[config.mk]
export PLATFORM = sky130hd
export DESIGN_NAME = icache_parity_scrubber
export DESIGN_NICKNAME = d
export VERILOG_FILES = /design/src/rtl/ips_pkg.sv /design/src/rtl/ips_rst_sync.sv /design/src/rtl/ips_tag_check.sv /design/src/rtl/ips_data_check.sv /design/src/rtl/ips_seq.sv /design/src/rtl/icache_parity_scrubber.sv
export SDC_FILE = /design/constraint.sdc
export NUM_CORES = 1
export LEC_CHECK = 0
export ABC_AREA = 1
export BUFFER_PORTS_ARGS = -buffer_cell sky130_fd_sc_hd__buf_4
export CAP_MARGIN = 20
export CORE_MARGIN = 4
export CORE_UTILIZATION = 50
export CTS_BUF_LIST = sky130_fd_sc_hd__clkbuf_8
export DETAILED_ROUTE_END_ITERATION = 7
export PLACE_DENSITY = 0.93
export SLEW_MARGIN = 10
export SYNTH_ARGS = -nofsm -noshare
export SYNTH_HDL_FRONTEND = slang
export SYNTH_SLANG_ARGS = --single-unit
[constraint.sdc]
create_clock -name clk -period 2 [get_ports clk]
set_clock_uncertainty 0.2 [all_clocks]
set_input_delay 0.2 -clock clk [delete_from_list [all_inputs] [get_ports clk]]
set_output_delay 0.2 -clock clk [all_outputs]
set_load 0.005 [all_outputs]
[src/rtl/ips_pkg.sv]
package ips_pkg;
  // Bit positions that the cache arrays define and the walk decodes
  localparam int VALID_BIT     = 29;
  localparam int VALID_PAR_BIT = 27;
  localparam int TAG_SPLIT     = 24;
  localparam int TAG_PAR0_BIT  = 10;
  localparam int TAG_PAR1_BIT  = 11;
  localparam int LRU_LSB       = 14;
  localparam int PRE_LSB       = 8;
  localparam int PRE_PAR_BIT   = 16;
  localparam int RES_W         = 32;
  localparam int RES_TAG_BIT   = 29;
  localparam int RES_DATA_BIT  = 28;

  typedef enum logic [1:0] {
    S_IDLE  = 2'd0,
    S_ISSUE = 2'd1,
    S_DRAIN = 2'd2
  } walk_state_e;
endpackage

[src/rtl/ips_rst_sync.sv]
module ips_rst_sync (
  input  logic clk,
  input  logic rst_n_i,
  output logic rst_n_o
);
  logic [1:0] sync_q;

  always_ff @(posedge clk or negedge rst_n_i) begin
    if (!rst_n_i) sync_q <= 2'b00;
    else          sync_q <= {sync_q[0], 1'b1};
  end

  assign rst_n_o = sync_q[1];
endmodule

[src/rtl/ips_tag_check.sv]
module ips_tag_check #(
  parameter int HI_W = 32,
  parameter int LO_W = 64
) (
  input  logic [HI_W-1:0] hi_i,
  input  logic [LO_W-1:0] lo_i,
  output logic            err_o
);
  import ips_pkg::*;

  localparam logic [TAG_SPLIT-1:0] LOW_MASK =
    ~((TAG_SPLIT'(1) << TAG_PAR0_BIT) | (TAG_SPLIT'(1) << TAG_PAR1_BIT));

  logic line_valid;
  logic valid_copy_bad;
  logic low_par;
  logic high_par;
  logic split_bad;
  logic unused_hi;

  assign line_valid     = hi_i[VALID_BIT];
  assign valid_copy_bad = hi_i[VALID_BIT] ^ hi_i[VALID_PAR_BIT];
  assign low_par        = ^(lo_i[TAG_SPLIT-1:0] & LOW_MASK);
  assign high_par       = ^lo_i[LO_W-1:TAG_SPLIT];
  assign split_bad      = (lo_i[TAG_PAR0_BIT] ^ low_par) |
                          (lo_i[TAG_PAR1_BIT] ^ high_par);
  assign err_o          = valid_copy_bad | (line_valid & split_bad);
  assign unused_hi      = ^hi_i;
endmodule

[src/rtl/ips_data_check.sv]
module ips_data_check #(
  parameter int HI_W = 32,
  parameter int LO_W = 64
) (
  input  logic [HI_W-1:0] hi_i,
  input  logic [LO_W-1:0] lo_i,
  output logic            err_o
);
  import ips_pkg::*;

  localparam int INST_W = LO_W / 2;
  localparam int NBYTES = INST_W / 8;

  logic [INST_W-1:0] inst_a;
  logic [INST_W-1:0] inst_b;
  logic [NBYTES-1:0] par_a;
  logic [NBYTES-1:0] par_b;
  logic              pre_bad;
  logic              unused_hi;

  assign inst_a = lo_i[LO_W-1:INST_W];
  assign inst_b = lo_i[INST_W-1:0];

  for (genvar b = 0; b < NBYTES; b++) begin : g_byte
    assign par_a[b] = ^inst_a[8*b +: 8];
    assign par_b[b] = ^inst_b[8*b +: 8];
  end

  assign pre_bad   = hi_i[PRE_PAR_BIT] ^ (^hi_i[PRE_LSB +: 8]);
  assign err_o     = pre_bad |
                     (par_a != hi_i[2*NBYTES-1:NBYTES]) |
                     (par_b != hi_i[NBYTES-1:0]);
  assign unused_hi = ^hi_i;
endmodule

[src/rtl/ips_seq.sv]
module ips_seq #(
  parameter int WAYS      = 4,
  parameter int LINE_DW   = 4,
  parameter int IDX_W     = 13,
  parameter int OFF_SHIFT = 3,
  localparam int WAY_W    = $clog2(WAYS),
  localparam int OFF_W    = $clog2(LINE_DW),
  localparam int ADDR_W   = IDX_W + WAY_W
) (
  input  logic              clk,
  input  logic              rst_n,
  input  logic              start_i,
  input  logic [IDX_W-1:0]  index_i,
  input  logic              check_data_i,
  output logic              rd_req_o,
  output logic              rd_is_data_o,
  output logic [ADDR_W-1:0] rd_addr_o,
  output logic              accept_o,
  output logic              busy_o,
  output logic              pend_valid_o,
  output logic              pend_is_data_o,
  output logic [WAY_W-1:0]  pend_way_o,
  output logic              pend_last_o
);
  import ips_pkg::*;

  localparam logic [WAY_W-1:0] LAST_WAY = WAY_W'(WAYS - 1);
  localparam logic [OFF_W-1:0] LAST_OFF = OFF_W'(LINE_DW - 1);

  walk_state_e       state_q, state_d;
  logic [WAY_W-1:0]  way_q, way_d;
  logic [OFF_W-1:0]  off_q, off_d;
  logic              ph_q, ph_d;
  logic [IDX_W-1:0]  index_q, index_d;
  logic              cd_q, cd_d;
  logic              last_item;
  logic              walk_en;
  logic              pend_valid_q;
  logic              pend_data_q;
  logic [WAY_W-1:0]  pend_way_q;
  logic              pend_last_q;

  always_comb begin
    state_d   = state_q;
    way_d     = way_q;
    off_d     = off_q;
    ph_d      = ph_q;
    index_d   = index_q;
    cd_d      = cd_q;
    rd_req_o  = 1'b0;
    last_item = 1'b0;
    case (state_q)
      S_IDLE: begin
        if (start_i) begin
          state_d = S_ISSUE;
          way_d   = '0;
          off_d   = '0;
          ph_d    = 1'b0;
          index_d = index_i;
          cd_d    = check_data_i;
        end
      end
      S_ISSUE: begin
        rd_req_o  = 1'b1;
        last_item = (way_q == LAST_WAY) &&
                    (ph_q ? (off_q == LAST_OFF) : !cd_q);
        if (!ph_q) begin
          if (cd_q) begin
            ph_d  = 1'b1;
            off_d = '0;
          end else begin
            way_d = way_q + 1'b1;
          end
        end else if (off_q == LAST_OFF) begin
          ph_d  = 1'b0;
          way_d = way_q + 1'b1;
        end else begin
          off_d = off_q + 1'b1;
        end
        if (last_item) state_d = S_DRAIN;
      end
      default: state_d = S_IDLE;
    endcase
  end

  assign walk_en = (state_q != S_IDLE) || start_i;

  always_ff @(posedge clk or negedge rst_n) begin
    if (!rst_n) begin
      state_q <= S_IDLE;
      way_q   <= '0;
      off_q   <= '0;
      ph_q    <= 1'b0;
      index_q <= '0;
      cd_q    <= 1'b0;
    end else if (walk_en) begin
      state_q <= state_d;
      way_q   <= way_d;
      off_q   <= off_d;
      ph_q    <= ph_d;
      index_q <= index_d;
      cd_q    <= cd_d;
    end
  end

  always_ff @(posedge clk or negedge rst_n) begin
    if (!rst_n) begin
      pend_valid_q <= 1'b0;
      pend_data_q  <= 1'b0;
      pend_way_q   <= '0;
      pend_last_q  <= 1'b0;
    end else begin
      pend_valid_q <= rd_req_o;
      if (rd_req_o) begin
        pend_data_q <= ph_q;
        pend_way_q  <= way_q;
        pend_last_q <= last_item;
      end
    end
  end

  assign rd_is_data_o   = rd_req_o & ph_q;
  assign rd_addr_o      = {way_q, ph_q ? (index_q | (IDX_W'(off_q) << OFF_SHIFT))
                                       : index_q};
  assign accept_o       = (state_q == S_IDLE) && start_i;
  assign busy_o         = (state_q != S_IDLE);
  assign pend_valid_o   = pend_valid_q;
  assign pend_is_data_o = pend_data_q;
  assign pend_way_o     = pend_way_q;
  assign pend_last_o    = pend_last_q;


  data_skip_chk: assert property (@(posedge clk) disable iff (!rst_n)
    (rd_req_o && rd_is_data_o) |-> cd_q);


  start_ignored_chk: assert property (@(posedge clk) disable iff (!rst_n)
    (busy_o && start_i) |=> $stable(index_q));
endmodule

[src/rtl/icache_parity_scrubber.sv]
module icache_parity_scrubber #(
  parameter int WAYS      = 4,
  parameter int LINE_DW   = 4,
  parameter int IDX_W     = 13,
  parameter int OFF_SHIFT = 3,
  parameter int HI_W      = 32,
  parameter int LO_W      = 64,
  localparam int WAY_W    = $clog2(WAYS),
  localparam int ADDR_W   = IDX_W + WAY_W,
  localparam int LRU_W    = WAYS * WAY_W
) (
  input  logic                    clk,
  input  logic                    rst_n,
  input  logic                    start_i,
  input  logic [IDX_W-1:0]        index_i,
  input  logic                    check_data_i,
  output logic                    rd_req_o,
  output logic                    rd_is_data_o,
  output logic [ADDR_W-1:0]       rd_addr_o,
  input  logic [HI_W-1:0]         rd_hi_i,
  input  logic [LO_W-1:0]         rd_lo_i,
  output logic [WAYS-1:0]         way_tag_err_o,
  output logic [WAYS-1:0]         way_data_err_o,
  output logic [LRU_W-1:0]        lru_order_o,
  output logic                    done_o,
  output logic [ips_pkg::RES_W-1:0] result_o
);
  import ips_pkg::*;

  logic             rst_s;
  logic             accept;
  logic             busy;
  logic             pend_valid;
  logic             pend_is_data;
  logic [WAY_W-1:0] pend_way;
  logic             pend_last;
  logic             tag_err;
  logic             data_err;

  logic [WAYS-1:0]  way_tag_q, way_tag_d;
  logic [WAYS-1:0]  way_data_q, way_data_d;
  logic [LRU_W-1:0] lru_q, lru_d;
  logic             res_tag_q, res_tag_d;
  logic             res_data_q, res_data_d;
  logic             done_q, done_d;
  logic             acc_en;

  ips_rst_sync u_rst (
    .clk     (clk),
    .rst_n_i (rst_n),
    .rst_n_o (rst_s)
  );

  ips_seq #(
    .WAYS      (WAYS),
    .LINE_DW   (LINE_DW),
    .IDX_W     (IDX_W),
    .OFF_SHIFT (OFF_SHIFT)
  ) u_seq (
    .clk            (clk),
    .rst_n          (rst_s),
    .start_i        (start_i),
    .index_i        (index_i),
    .check_data_i   (check_data_i),
    .rd_req_o       (rd_req_o),
    .rd_is_data_o   (rd_is_data_o),
    .rd_addr_o      (rd_addr_o),
    .accept_o       (accept),
    .busy_o         (busy),
    .pend_valid_o   (pend_valid),
    .pend_is_data_o (pend_is_data),
    .pend_way_o     (pend_way),
    .pend_last_o    (pend_last)
  );

  ips_tag_check #(.HI_W(HI_W), .LO_W(LO_W)) u_tag (
    .hi_i  (rd_hi_i),
    .lo_i  (rd_lo_i),
    .err_o (tag_err)
  );

  ips_data_check #(.HI_W(HI_W), .LO_W(LO_W)) u_data (
    .hi_i  (rd_hi_i),
    .lo_i  (rd_lo_i),
    .err_o (data_err)
  );

  always_comb begin
    way_tag_d  = way_tag_q;
    way_data_d = way_data_q;
    lru_d      = lru_q;
    res_tag_d  = res_tag_q;
    res_data_d = res_data_q;
    done_d     = 1'b0;
    if (accept) begin
      way_tag_d  = '0;
      way_data_d = '0;
      lru_d      = '0;
      res_tag_d  = 1'b0;
      res_data_d = 1'b0;
    end else if (pend_valid) begin
      done_d = pend_last;
      if (pend_is_data) begin
        way_data_d[pend_way] = way_data_q[pend_way] | data_err;
        res_data_d           = res_data_q | data_err;
      end else begin
        way_tag_d[pend_way] = way_tag_q[pend_way] | tag_err;
        res_tag_d           = res_tag_q | tag_err;
        if (pend_way == '0) lru_d = rd_hi_i[LRU_LSB +: LRU_W];
      end
    end
  end

  assign acc_en = accept || pend_valid;

  always_ff @(posedge clk or negedge rst_s) begin
    if (!rst_s) begin
      way_tag_q  <= '0;
      way_data_q <= '0;
      lru_q      <= '0;
      res_tag_q  <= 1'b0;
      res_data_q <= 1'b0;
    end else if (acc_en) begin
      way_tag_q  <= way_tag_d;
      way_data_q <= way_data_d;
      lru_q      <= lru_d;
      res_tag_q  <= res_tag_d;
      res_data_q <= res_data_d;
    end
  end

  always_ff @(posedge clk or negedge rst_s) begin
    if (!rst_s) done_q <= 1'b0;
    else        done_q <= done_d;
  end

  always_comb begin
    result_o               = '0;
    result_o[RES_TAG_BIT]  = res_tag_q;
    result_o[RES_DATA_BIT] = res_data_q;
  end

  assign way_tag_err_o  = way_tag_q;
  assign way_data_err_o = way_data_q;
  assign lru_order_o    = lru_q;
  assign done_o         = done_q;


  done_pulse_chk: assert property (@(posedge clk) disable iff (!rst_s)
    done_q |=> !done_q);


  result_hold_chk: assert property (@(posedge clk) disable iff (!rst_s)
    (!busy && !start_i) |=> ($stable(result_o) && $stable(way_tag_q) &&
                             $stable(way_data_q) && $stable(lru_q)));


  flag_agree_chk: assert property (@(posedge clk) disable iff (!rst_s)
    done_q |-> ((res_tag_q == (|way_tag_q)) && (res_data_q == (|way_data_q))));
endmodule

==> key figures, run 1 <==
Layout
  – Final Core Density: 68.9%
  – Layout cells sized above 1: 22.2%
  – Register area: 1180 µm²
  – Layout filler cell count: 598
  – Fin area: 5380 µm²
  – Area grow syn2layout: 33.1%
  – Area occupied by multi-input gates: 2370 µm²
  – Antenna Cells: 0
  – Nets: 917

Setup path
  – Startpoint types: input port
  – Crit path kind: in2reg
  – Crit path max-delay family: buffers and inverters
  – Crit end category: flip-flop
  – Reg-to-reg slack, setup: ~0.19 ns
  – CP most frequent cell: nand2_1
  – CP max-delay cell: dlygate4sd3_1
  – Crit Path Max Fanout: 4
  – RR Endpoint: lru_order_o[1]$_DFFE_PN0P_
  – Critical path, cell by cell: dlygate4sd3_1, buf_4, xor2_1, xnor2_1, nand3_1, nand2_1, nand2_2, nor2_4, nand3_2, nand2_1, nand2_1
  – FF-to-FF Start: u_seq.state_q[1]$_DFFE_PN0P_
  – Worst path bufs/invs: 2
  – Worst Path Required: 1.99 ns
  – R2R depth: 5
  – Crit path DAT: 1.85 ns
  – Critical Path Start: rd_hi_i[15]
  – CP peak stage delay: 0.55 ns

Yosys
  – Avg Inst Size Synth: 6.28 µm²
  – Ys flop type: dfrtp_1
  – EDFF count, synth: 0
  – Count of cell types in the netlist: 34
  – Top cell type's share of synthesized area: ~31%
  – Synth Warn #: 0
  – Area of the mapped netlist: 4040 µm²
  – Post-synth ARST share: 100%
  – Synth Instances: 644
  – Largest area contributor in the netlist: nand2_1
  – Top post-synthesis cells by area: nand2_1 (31%), dfrtp_1 (29%), buf_4 (8.0%)
  – Yosys reg bits: between 40 and 50
  – Post-synthesis sequential area ratio: 29.1%

Detailed routing
  – Wirelength, routed: 10800 µm
  – Vias per Instance: 4.88
  – Final ANT Viol Nets: 0
  – Routed vias: approximately 4400
  – DR iter-0 viols: 163
  – TritonRoute pass-1 iters: 5
  – Routed WL per cell: 12.0 µm
  – # DRC: 0

Clocking
  – Skew-Pair Late Insertion Delay: 0.30 ns
  – CTS sink cnt: 47
  – Worst-path clk slew: ~0.08 ns
  – Max Root-Sink Buffers: 2
  – CTS Buf Count: 5
  – Htree depth: 2
  – Clock Tree Root: clkbuf_8
  – CTS tree: done

GRT
  – Largest net degree at the start of global routing: between 40 and 50
  – First-pass GRT wire length: 17500 µm
  – Initial antenna violation count: 0
  – Number of global-route vias before repair: 4193
  – Total GRT Usage: 21.6%
  – GRT Residual Overflow: 0

Timing
  – Fmax: 538 MHz
  – Setup ws final: 0.142 ns
  – Worst-margin pin slew: 0.547 ns
  – Fin. Hold Viols: 0
  – Post-route clock period utilization: 92.9%
  – Min Tclk post-route: 1.86 ns
  – Final setup violation count: 0
  – Final Max Tran Viols: 0
  – Slew headroom: 63.5%

Floorplanning
  – Die area: 9590 µm²
  – Die height: 97.9 µm
  – Starting Density: 51.8%
  – Core area: 7810 µm²
  – Die Wd: approximately 98 µm
  – I/O pins: 179
  – Cell Rows: 32

Pwr
  – Worst VDD drop: 0.000424 V
  – Leak Pwr: about 3.2 nW
  – Final Power: between 0.004 and 0.005 W
  – Power Dens Cells: 915 nW/µm²

Placement
  – Port Buffers: 140
  – Pre-CTS setup slack: 0.0388 ns
  – Final GP Congestion: 0.905
  – Cell Area, Placed: 5030 µm²
  – DP HPWL: 8330 µm

Min path
  – Hold WC Path Type: reg2async

Flow run
  – Max_cap viols: 0

Outcome
  – Status: finished, final reports clean
-- cell families after synthesis --
family,share of synthesized area [%]
AO/OA/AOI/OAI,6.62
XOR/XNOR,9.04
adder cells (fa/ha/maj),0.619
buffers and inverters,15.1
flip-flops,29.1
other,0.186
AND/OR/NAND/NOR,39.3
-- state kept, by name (all words and copies together) (netlist names), 2 cells and up --
register          flops
lru_order_o           8
u_seq.index_q        13
way_data_err_o        4
u_rst.sync_q          2
u_seq.state_q         2
u_seq.off_q           2
way_tag_err_o         4
u_seq.pend_way_o      2
u_seq.way_q           2
-- synthesized netlist by cell type, types with 2 or more instances --
| cell type | n |
|---|---|
| a221oi_1 | 2 |
| o21ai_0 | 9 |
| nand2_2 | 8 |
| nor3_1 | 7 |
| xnor2_2 | 2 |
| xor2_1 | 16 |
| o211ai_1 | 6 |
| ha_1 | 2 |
| o21bai_1 | 2 |
| a21oi_1 | 4 |
| dfrtp_1 | 47 |
| buf_4 | 43 |
| inv_1 | 70 |
| clkbuf_1 | 4 |
| nor2_2 | 5 |
| clkinv_1 | 2 |
| nand2_1 | 331 |
| nand3_2 | 2 |
| conb_1 | 2 |
| xnor2_1 | 22 |
| nand3_1 | 17 |
| nor2_1 | 20 |
| a22o_1 | 10 |
-- layer usage --
layer / GRT usage, % / wire, µm
met1: 22.2 / 3900
met2: 41.4 / 5780
met3: 5.14 / 777
met4: 8.84 / 389
met5: 0 / 0
-- layout by cell type, fill, tap and decap left out --
master	netlist	final
or2_2	1	1
or2_0	1	1
o21bai_1	2	2
conb_1	2	31
inv_1	70	71
a21oi_1	4	4
nand3_1	17	17
nand3_2	2	2
nor2_4	1	2
and2_4	1	1
o211ai_1	6	6
xnor2_1	22	22
ha_1	2	2
nor2_2	5	5
a221oi_1	2	2
clkbuf_8	0	7
o21a_1	1	1
nor2_1	20	19
nor3_1	7	7
buf_4	43	145
nand2_4	1	1
dfrtp_2	0	1
clkinv_1	2	2
xor2_1	16	16
xnor2_2	2	2
o21ai_0	9	9
o21ai_4	1	1
o22ai_1	1	1
nand2_1	331	330
dfrtp_1	47	46
nand2_2	8	9
inv_2	1	1
or2_1	1	1
o31ai_1	1	1
dlygate4sd3_1	0	24
a22o_1	10	10
-- area by class of cell --
| cell class | instances | share of cell area, % |
|---|---|---|
| multi-input combinational | 506 | 44.1 |
| timing repair buffer | 169 | 24.7 |
| sequential | 47 | 21.9 |
| inverter | 73 | 5.09 |
| tap | 102 | 2.37 |
| clock buffer | 7 | 1.79 |
| clock inverter | 1 | 0.0698 |
-- per-stage QoR --
stage          std cells  setup TNS, ns  hold WS [ns]
6_report             905              0         0.140
3_5_place_dp         873              0        -0.217
4_1_cts              904              0       0.00416
3_3_place_gp         873              0        -0.218
2_1_floorplan        673              0        -0.296
5_1_grt              905       -0.00233         0.184
-- report_power, final --
| part | switching (W) | total, W | internal, W | leakage (nW) |
|---|---|---|---|---|
| Clock | 0.000305 | 0.000615 | 0.000310 | 0.0557 |
| Sequential | 0.000286 | 0.00164 | 0.00136 | 0.583 |
| Combinational | 0.00144 | 0.00267 | 0.00122 | 2.58 |
| Total | 0.00203 | 0.00493 | 0.00289 | 3.22 |
-- worst register-to-register path, stage by stage, from the launching register on --
cell and delay [ns]:
dfrtp_1 0.40, nor2_1 0.09, nand2_1 0.24, o31ai_1 0.18
clkinv_1 0.31, a22o_1 0.28
-- worst max path at each step --
stage                                    endpoint  depth (start not counted)
floorplan              lru_order_o[0]$_DFFE_PN0P_                          5
global placement    way_data_err_o[3]$_DFFE_PN0P_                         14
detailed placement   way_tag_err_o[1]$_DFFE_PN0P_                         17
CTS                                  rd_is_data_o                          5
global route        way_data_err_o[1]$_DFFE_PN0P_                         11
finish              way_data_err_o[3]$_DFFE_PN0P_                         11
-- what timing repair did --
item,CTS,global route
hold buffers,23,1
buffers inserted,0,0
setup endpoints to repair,0,5
gates resized for setup,0,3
endpoints found under the hold margin,24,2
(Power assumes the default switching activity.)
==> run 2: changes to the inputs <==
- CORE_UTILIZATION: 50 -> 45
- PLACE_DENSITY: 0.93 -> 0.89
- clock period: 2 -> 1.63 ns (I/O delays scaled with it)
==> run 2 against run 1 <==
The run now ends with negative setup slack left; combinational power rose by 42%; non-clock buffer count rose by 17; sequential share of layout area fell by 1.6 points; first-iteration DRC count rose by 3.7%; global-route usage fell by 2.6 points; via count fell by 2.6%; hold slack got worse by 0.13 ns; largest power group unchanged; cell count rose by 2.7%; clock power rose by 43%; largest cell class unchanged; register-to-register slack got worse by 0.21 ns; power rose by 36%; worst setup slack got worse by 0.16 ns.
==> key figures, run 2 (synthesized netlist as in run 1, its figures left out) <==
Detailed routing
  – # DRC: 0
  – Vias per Instance: 4.63
  – Final ANT Viol Nets: 0
  – TritonRoute pass-1 iters: 4
  – Wirelength, routed: between 10000 and 15000 µm
  – Routed WL per cell: 11.7 µm
  – Routed vias: 4297
  – DR iter-0 viols: 169

Setup path
  – CP max-delay cell: dfrtp_1
  – Worst path bufs/invs: 3
  – Crit path max-delay family: compound AO/OA/AOI/OAI gates
  – Crit path kind: reg2reg
  – CP peak stage delay: 0.38 ns
  – Crit end category: flip-flop
  – Startpoint types: flip-flop
  – Critical path, cell by cell: inv_2, nor2_4, inv_4, o31ai_4, clkinv_2, a22o_1
  – Worst Path Required: 1.62 ns
  – Crit path DAT: between 1.5 and 2 ns
  – Crit Path Max Fanout: 5

Layout
  – Layout filler cell count: 707
  – Fin area: 5830 µm²
  – Largest Register: u_seq.index_q
  – Layout cells sized above 1: 31.5%
  – Most common cell after layout, fill and taps aside: nand2_1
  – Commonest non-fill, non-tap cells in the layout: nand2_1 (306), buf_4 (157), inv_1 (64)
  – Nets: ~940
  – Antenna Cells: 0
  – Max reg flops: 13
  – Area grow syn2layout: 44.1%
  – Post-route insts no fill: approximately 930

Outcome
  – Failing checks: negative setup slack
  – Status: finished with violations

Timing
  – Final setup violation count: 5
  – Worst-margin pin slew: 0.580 ns
  – Min Tclk post-route: 1.65 ns
  – Post-route clock period utilization: 101%
  – Setup ws final: -0.0163 ns
  – Fin. Hold Viols: 0
  – Final Max Tran Viols: 0
  – Fmax: 607 MHz
  – Hold_ws: 0.0144 ns
  – Slew headroom: 61.2%
  – RSZ-0062 raised after global routing: true

Clocking
  – Skew-Pair Late Insertion Delay: 0.30 ns
  – CTS Buf Count: 5
  – CTS tree: done
  – Max Root-Sink Buffers: 2
  – Clock Tree Root: clkbuf_8
  – Htree depth: 2
  – CTS sink cnt: 47
  – Worst-path clk slew: 0.08 ns

Pwr
  – Power Dens Cells: about 1200 nW/µm²
  – Worst VDD drop: 0.000630 V
  – Leak Pwr: 3.39 nW

GRT
  – Number of global-route vias before repair: roughly 4000
  – Total GRT Usage: between 10% and 20%
  – First-pass GRT wire length: 16500 µm
  – GRT Residual Overflow: 0
  – Largest net degree at the start of global routing: 33
  – Initial antenna violation count: 0

Placement
  – Cell Area, Placed: 5120 µm²
  – Final GP Congestion: slightly below 0.9
  – Port Buffers: 140
  – DP HPWL: 8040 µm
  – Pre-CTS setup slack: -0.244 ns
  – Placed cell count: 887

Floorplanning
  – Starting Density: between 40% and 50%
  – Die area: 10600 µm²
  – Core area: 8720 µm²
  – I/O pins: 179
  – Cell Rows: 34
  – Die Wd: roughly 100 µm
  – Die height: 103 µm

Flow run
  – Max_cap viols: 0

Min path
  – Hold WC Path Type: in2reg
-- run 2: timing repair --
item                                    4_1_cts  5_1_grt
resized for setup                            11       65
hold buffers                                 24        1
pin swaps                                     0       26
endpoints found under the hold margin        36        1
buffers inserted                              0        8
cloned                                        1        0
endpoints found under the setup margin       13       21
-- run 2: final timing paths --
path	start	cells past startpoint	endpoint	slack [ns]
worst min-delay path	rd_hi_i[16]	3	lru_order_o[2]$_DFFE_PN0P_	0.01
worst min register to register	u_rst.sync_q[1]$_DFF_PN0_	1	u_seq.way_q[0]$_DFFE_PN0P_	0.03
max in group asynchronous	u_rst.sync_q[1]$_DFF_PN0_	1	u_seq.ph_q$_DFFE_PN0P_	0.21
worst max register to register	u_seq.pend_valid_o$_DFF_PN0_	6	lru_order_o[1]$_DFFE_PN0P_	-0.02
worst max-delay path	u_seq.pend_valid_o$_DFF_PN0_	6	lru_order_o[1]$_DFFE_PN0P_	-0.02
min in group asynchronous	u_rst.sync_q[1]$_DFF_PN0_	1	u_seq.way_q[0]$_DFFE_PN0P_	0.03
-- run 2: tightest hold or removal path: cells and delay by family --
family | cells | cell delay (ns)
AOI/OAI and AO/OA | 1 | 0.13
buffers and inverters | 2 | 0.18
-- run 2: stage by stage --
step,power (W),TNS [ns],util [%]
after floorplan,0.00403,0,-
final,0.00672,-0.0756,66.8
after CTS,0.00634,-0.00886,63.2
after global routing,0.00727,-0.522,66.8
after detailed placement,0.00530,-2.12,58.7
after global placement,0.00518,-1.46,58.7
-- run 2: cell type report --
class / instances / area (µm²) / share of cell area [%]
tap: 108 / 135 / 2.32
timing repair inverter: 1 / 5.00 / 0.0859
timing repair buffer: 186 / 1480 / 25.4
inverter: 73 / 280 / 4.81
clock inverter: 2 / 35.0 / 0.601
sequential: 47 / 1180 / 20.2
multi-input combinational: 506 / 2630 / 45.1
clock buffer: 6 / 82.6 / 1.42
-- run 2: where the power goes --
part | internal (W) | switching, W | total (W)
Sequential | 0.00167 | 0.000373 | 0.00204
Clock | 0.000496 | 0.000381 | 0.000877
Combinational | 0.00182 | 0.00197 | 0.00380
Total | 0.00399 | 0.00273 | 0.00672
-- run 2: layer usage --
layer	up-vias	global-route usage, %	routed length (µm)
met5	-	0	0
met4	0	5.28	229
met3	23	3.72	782
met2	130	34.9	5700
met1	1906	22.5	4150
li1	2238	-	-
==> run 3: changes to the inputs <==
- CAP_MARGIN: 20 -> not set
- CELL_PAD_IN_SITES_DETAIL_PLACEMENT: not set -> 2
- CELL_PAD_IN_SITES_GLOBAL_PLACEMENT: not set -> 2
- CORE_UTILIZATION: 45 -> 22
- PLACE_DENSITY: 0.89 -> not set
- PLACE_DENSITY_LB_ADDON: not set -> 0.2
==> run 3 against run 2 <==
The flow now finishes without violations; clock-buffer cell count is 1 lower; first-iteration DRC count is 40% lower; non-clock buffer count is 10 higher; critical path type unchanged; largest power group unchanged.
==> key figures, run 3 (synthesized netlist as in run 1, its figures left out) <==
Outcome
  – Status: finished, final reports clean

Timing
  – Post-route clock period utilization: between 90% and 100%
  – Final Max Tran Viols: 0
  – Final setup violation count: 0
  – Fmax: 616 MHz
  – Hold_ws: 0.0619 ns
  – Fin. Hold Viols: 0
  – Min Tclk post-route: 1.62 ns
  – RSZ-0062 raised after global routing: true

Layout
  – Largest Register: u_seq.index_q
  – Antenna Cells: 0
  – Nets: about 950
  – Commonest non-fill, non-tap cells in the layout: nand2_1 (276), buf_4 (165), nand2_2 (61)
  – Layout cells sized above 1: 37.5%
  – Max reg flops: 13
  – Area occupied by multi-input gates: 2790 µm²
  – Fin area: a little over 6000 µm²
  – Area grow syn2layout: 54.2%
  – Final Core Density: between 30% and 40%
  – Most common cell after layout, fill and taps aside: nand2_1
  – Register area: 1180 µm²
  – Layout filler cell count: 2162

Detailed routing
  – TritonRoute pass-1 iters: 4
  – Wirelength, routed: 14700 µm
  – Vias per Instance: about 4.3
  – # DRC: 0
  – Final ANT Viol Nets: 0
  – DR iter-0 viols: 101
  – Routed WL per cell: 13.9 µm
  – Routed vias: 4512

Setup path
  – Worst path bufs/invs: 2
  – CP max-delay cell: dfrtp_2
  – Crit Path Max Fanout: 5
  – Crit end category: flip-flop
  – CP peak stage delay: 0.48 ns
  – Startpoint types: flip-flop
  – Crit path DAT: ~1.6 ns
  – Worst Path Required: 1.62 ns
  – Critical path, cell by cell: buf_12, o31ai_4, clkinv_2, a22o_1
  – Crit path kind: reg2reg
  – Crit path max-delay family: compound AO/OA/AOI/OAI gates

Floorplanning
  – Cell Rows: between 40 and 50
  – Die area: 20600 µm²
  – Starting Density: 22.4%
  – Core area: 18000 µm²
  – Die Wd: about 140 µm
  – Die height: 144 µm
  – I/O pins: 179

Placement
  – Cell Area, Placed: around 5300 µm²
  – DP HPWL: 12000 µm
  – Final GP Congestion: 0.746
  – Port Buffers: 140

GRT
  – Number of global-route vias before repair: 5025
  – Busiest grt layer: met2
  – Initial antenna violation count: 0
  – Grt met1 use: 16.2%
  – Total GRT Usage: 13.8%
  – GRT met2 Usage: 27.1%
  – Largest net degree at the start of global routing: 41
  – GRT Residual Overflow: 0
  – First-pass GRT wire length: 23600 µm
  – M3 GR Usage: 2.20%

Clocking
  – CTS Buf Count: 5
  – Skew-Pair Late Insertion Delay: approximately 0.3 ns
  – CTS sink cnt: 47
  – Worst-path clk slew: 0.10 ns
  – Max Root-Sink Buffers: 2
  – CTS tree: done
  – Clock Tree Root: clkbuf_8
  – Htree depth: 2

Min path
  – Hold WC Path Type: reg2async

Pwr
  – Worst VDD drop: 0.000511 V
  – Leak Pwr: 3.46 nW
  – Power Dens Cells: 1150 nW/µm²

Flow run
  – Max_cap viols: 0
run 3: worst paths after layout:
kind / from / to / slack, ns / depth (start not counted)
setup / recovery: u_seq.pend_way_o[1]$_DFFE_PN0P_ / lru_order_o[1]$_DFFE_PN0P_ / 0.006 / 4
hold / removal: u_rst.sync_q[1]$_DFF_PN0_ / u_seq.pend_valid_o$_DFF_PN0_ / 0.06 / 1
setup reg to reg: u_seq.pend_way_o[1]$_DFFE_PN0P_ / lru_order_o[1]$_DFFE_PN0P_ / 0.006 / 4
hold reg to reg: u_rst.sync_q[1]$_DFF_PN0_ / u_seq.pend_valid_o$_DFF_PN0_ / 0.06 / 1
max in group asynchronous: u_rst.sync_q[1]$_DFF_PN0_ / u_seq.index_q[12]$_DFFE_PN0P_ / 0.53 / 1
min in group clk: rd_hi_i[29] / res_tag_q$_DFFE_PN0P_ / 0.14 / 4
run 3: worst register-to-register path, stage by stage, from the launching register on:
cell	delay (ns)
dfrtp_2	0.48
buf_12	0.15
o31ai_4	0.29
clkinv_2	0.16
a22o_1	0.24
run 3: through the flow:
stage	worst slack (ns)	instances	TNS, ns	total power, W
5_1_grt	-0.0921	1060	-1.14	0.00785
3_5_place_dp	-0.432	1016	-4.17	0.00569
6_report	0.00575	1060	0	0.00719
2_1_floorplan	0.0250	673	0	0.00403
4_1_cts	-0.0211	1053	-0.0358	0.00690
3_3_place_gp	-0.314	1016	-3.11	0.00550
run 3: routing by layer:
layer	wire, µm	share of wire, %	up-vias
met4	57	0.39	0
met5	0	0	-
met2	8050	55	100
met3	722	4.9	4
li1	-	-	2242
met1	5890	40	2166
run 3: power by group:
group	switching [W]	internal, W	total [W]
clock	0.000428	0.000463	0.000891
combinational	0.00216	0.00206	0.00422
sequential	0.000399	0.00167	0.00207
run 3: area by class of cell:
cell class                      instances  share of cell area (%)
Sequential cell                        47                    18.9
Clock inverter                          3                   0.743
Timing Repair Buffer                  196                    25.4
Tap cell                              229                    4.60
Multi-Input combinational cell        506                    44.7
Timing Repair inverter                  1                  0.0803
Clock buffer                            5                    1.10
Inverter                               73                    4.48
run 3: what timing repair did:
item	4_1_cts	5_1_grt
gates resized for setup	22	102
endpoints found under the setup margin	22	23
setup buffers	3	7
hold endpoints to repair	29	0
cloned	1	0
pin swaps	2	23
hold buffers	25	0
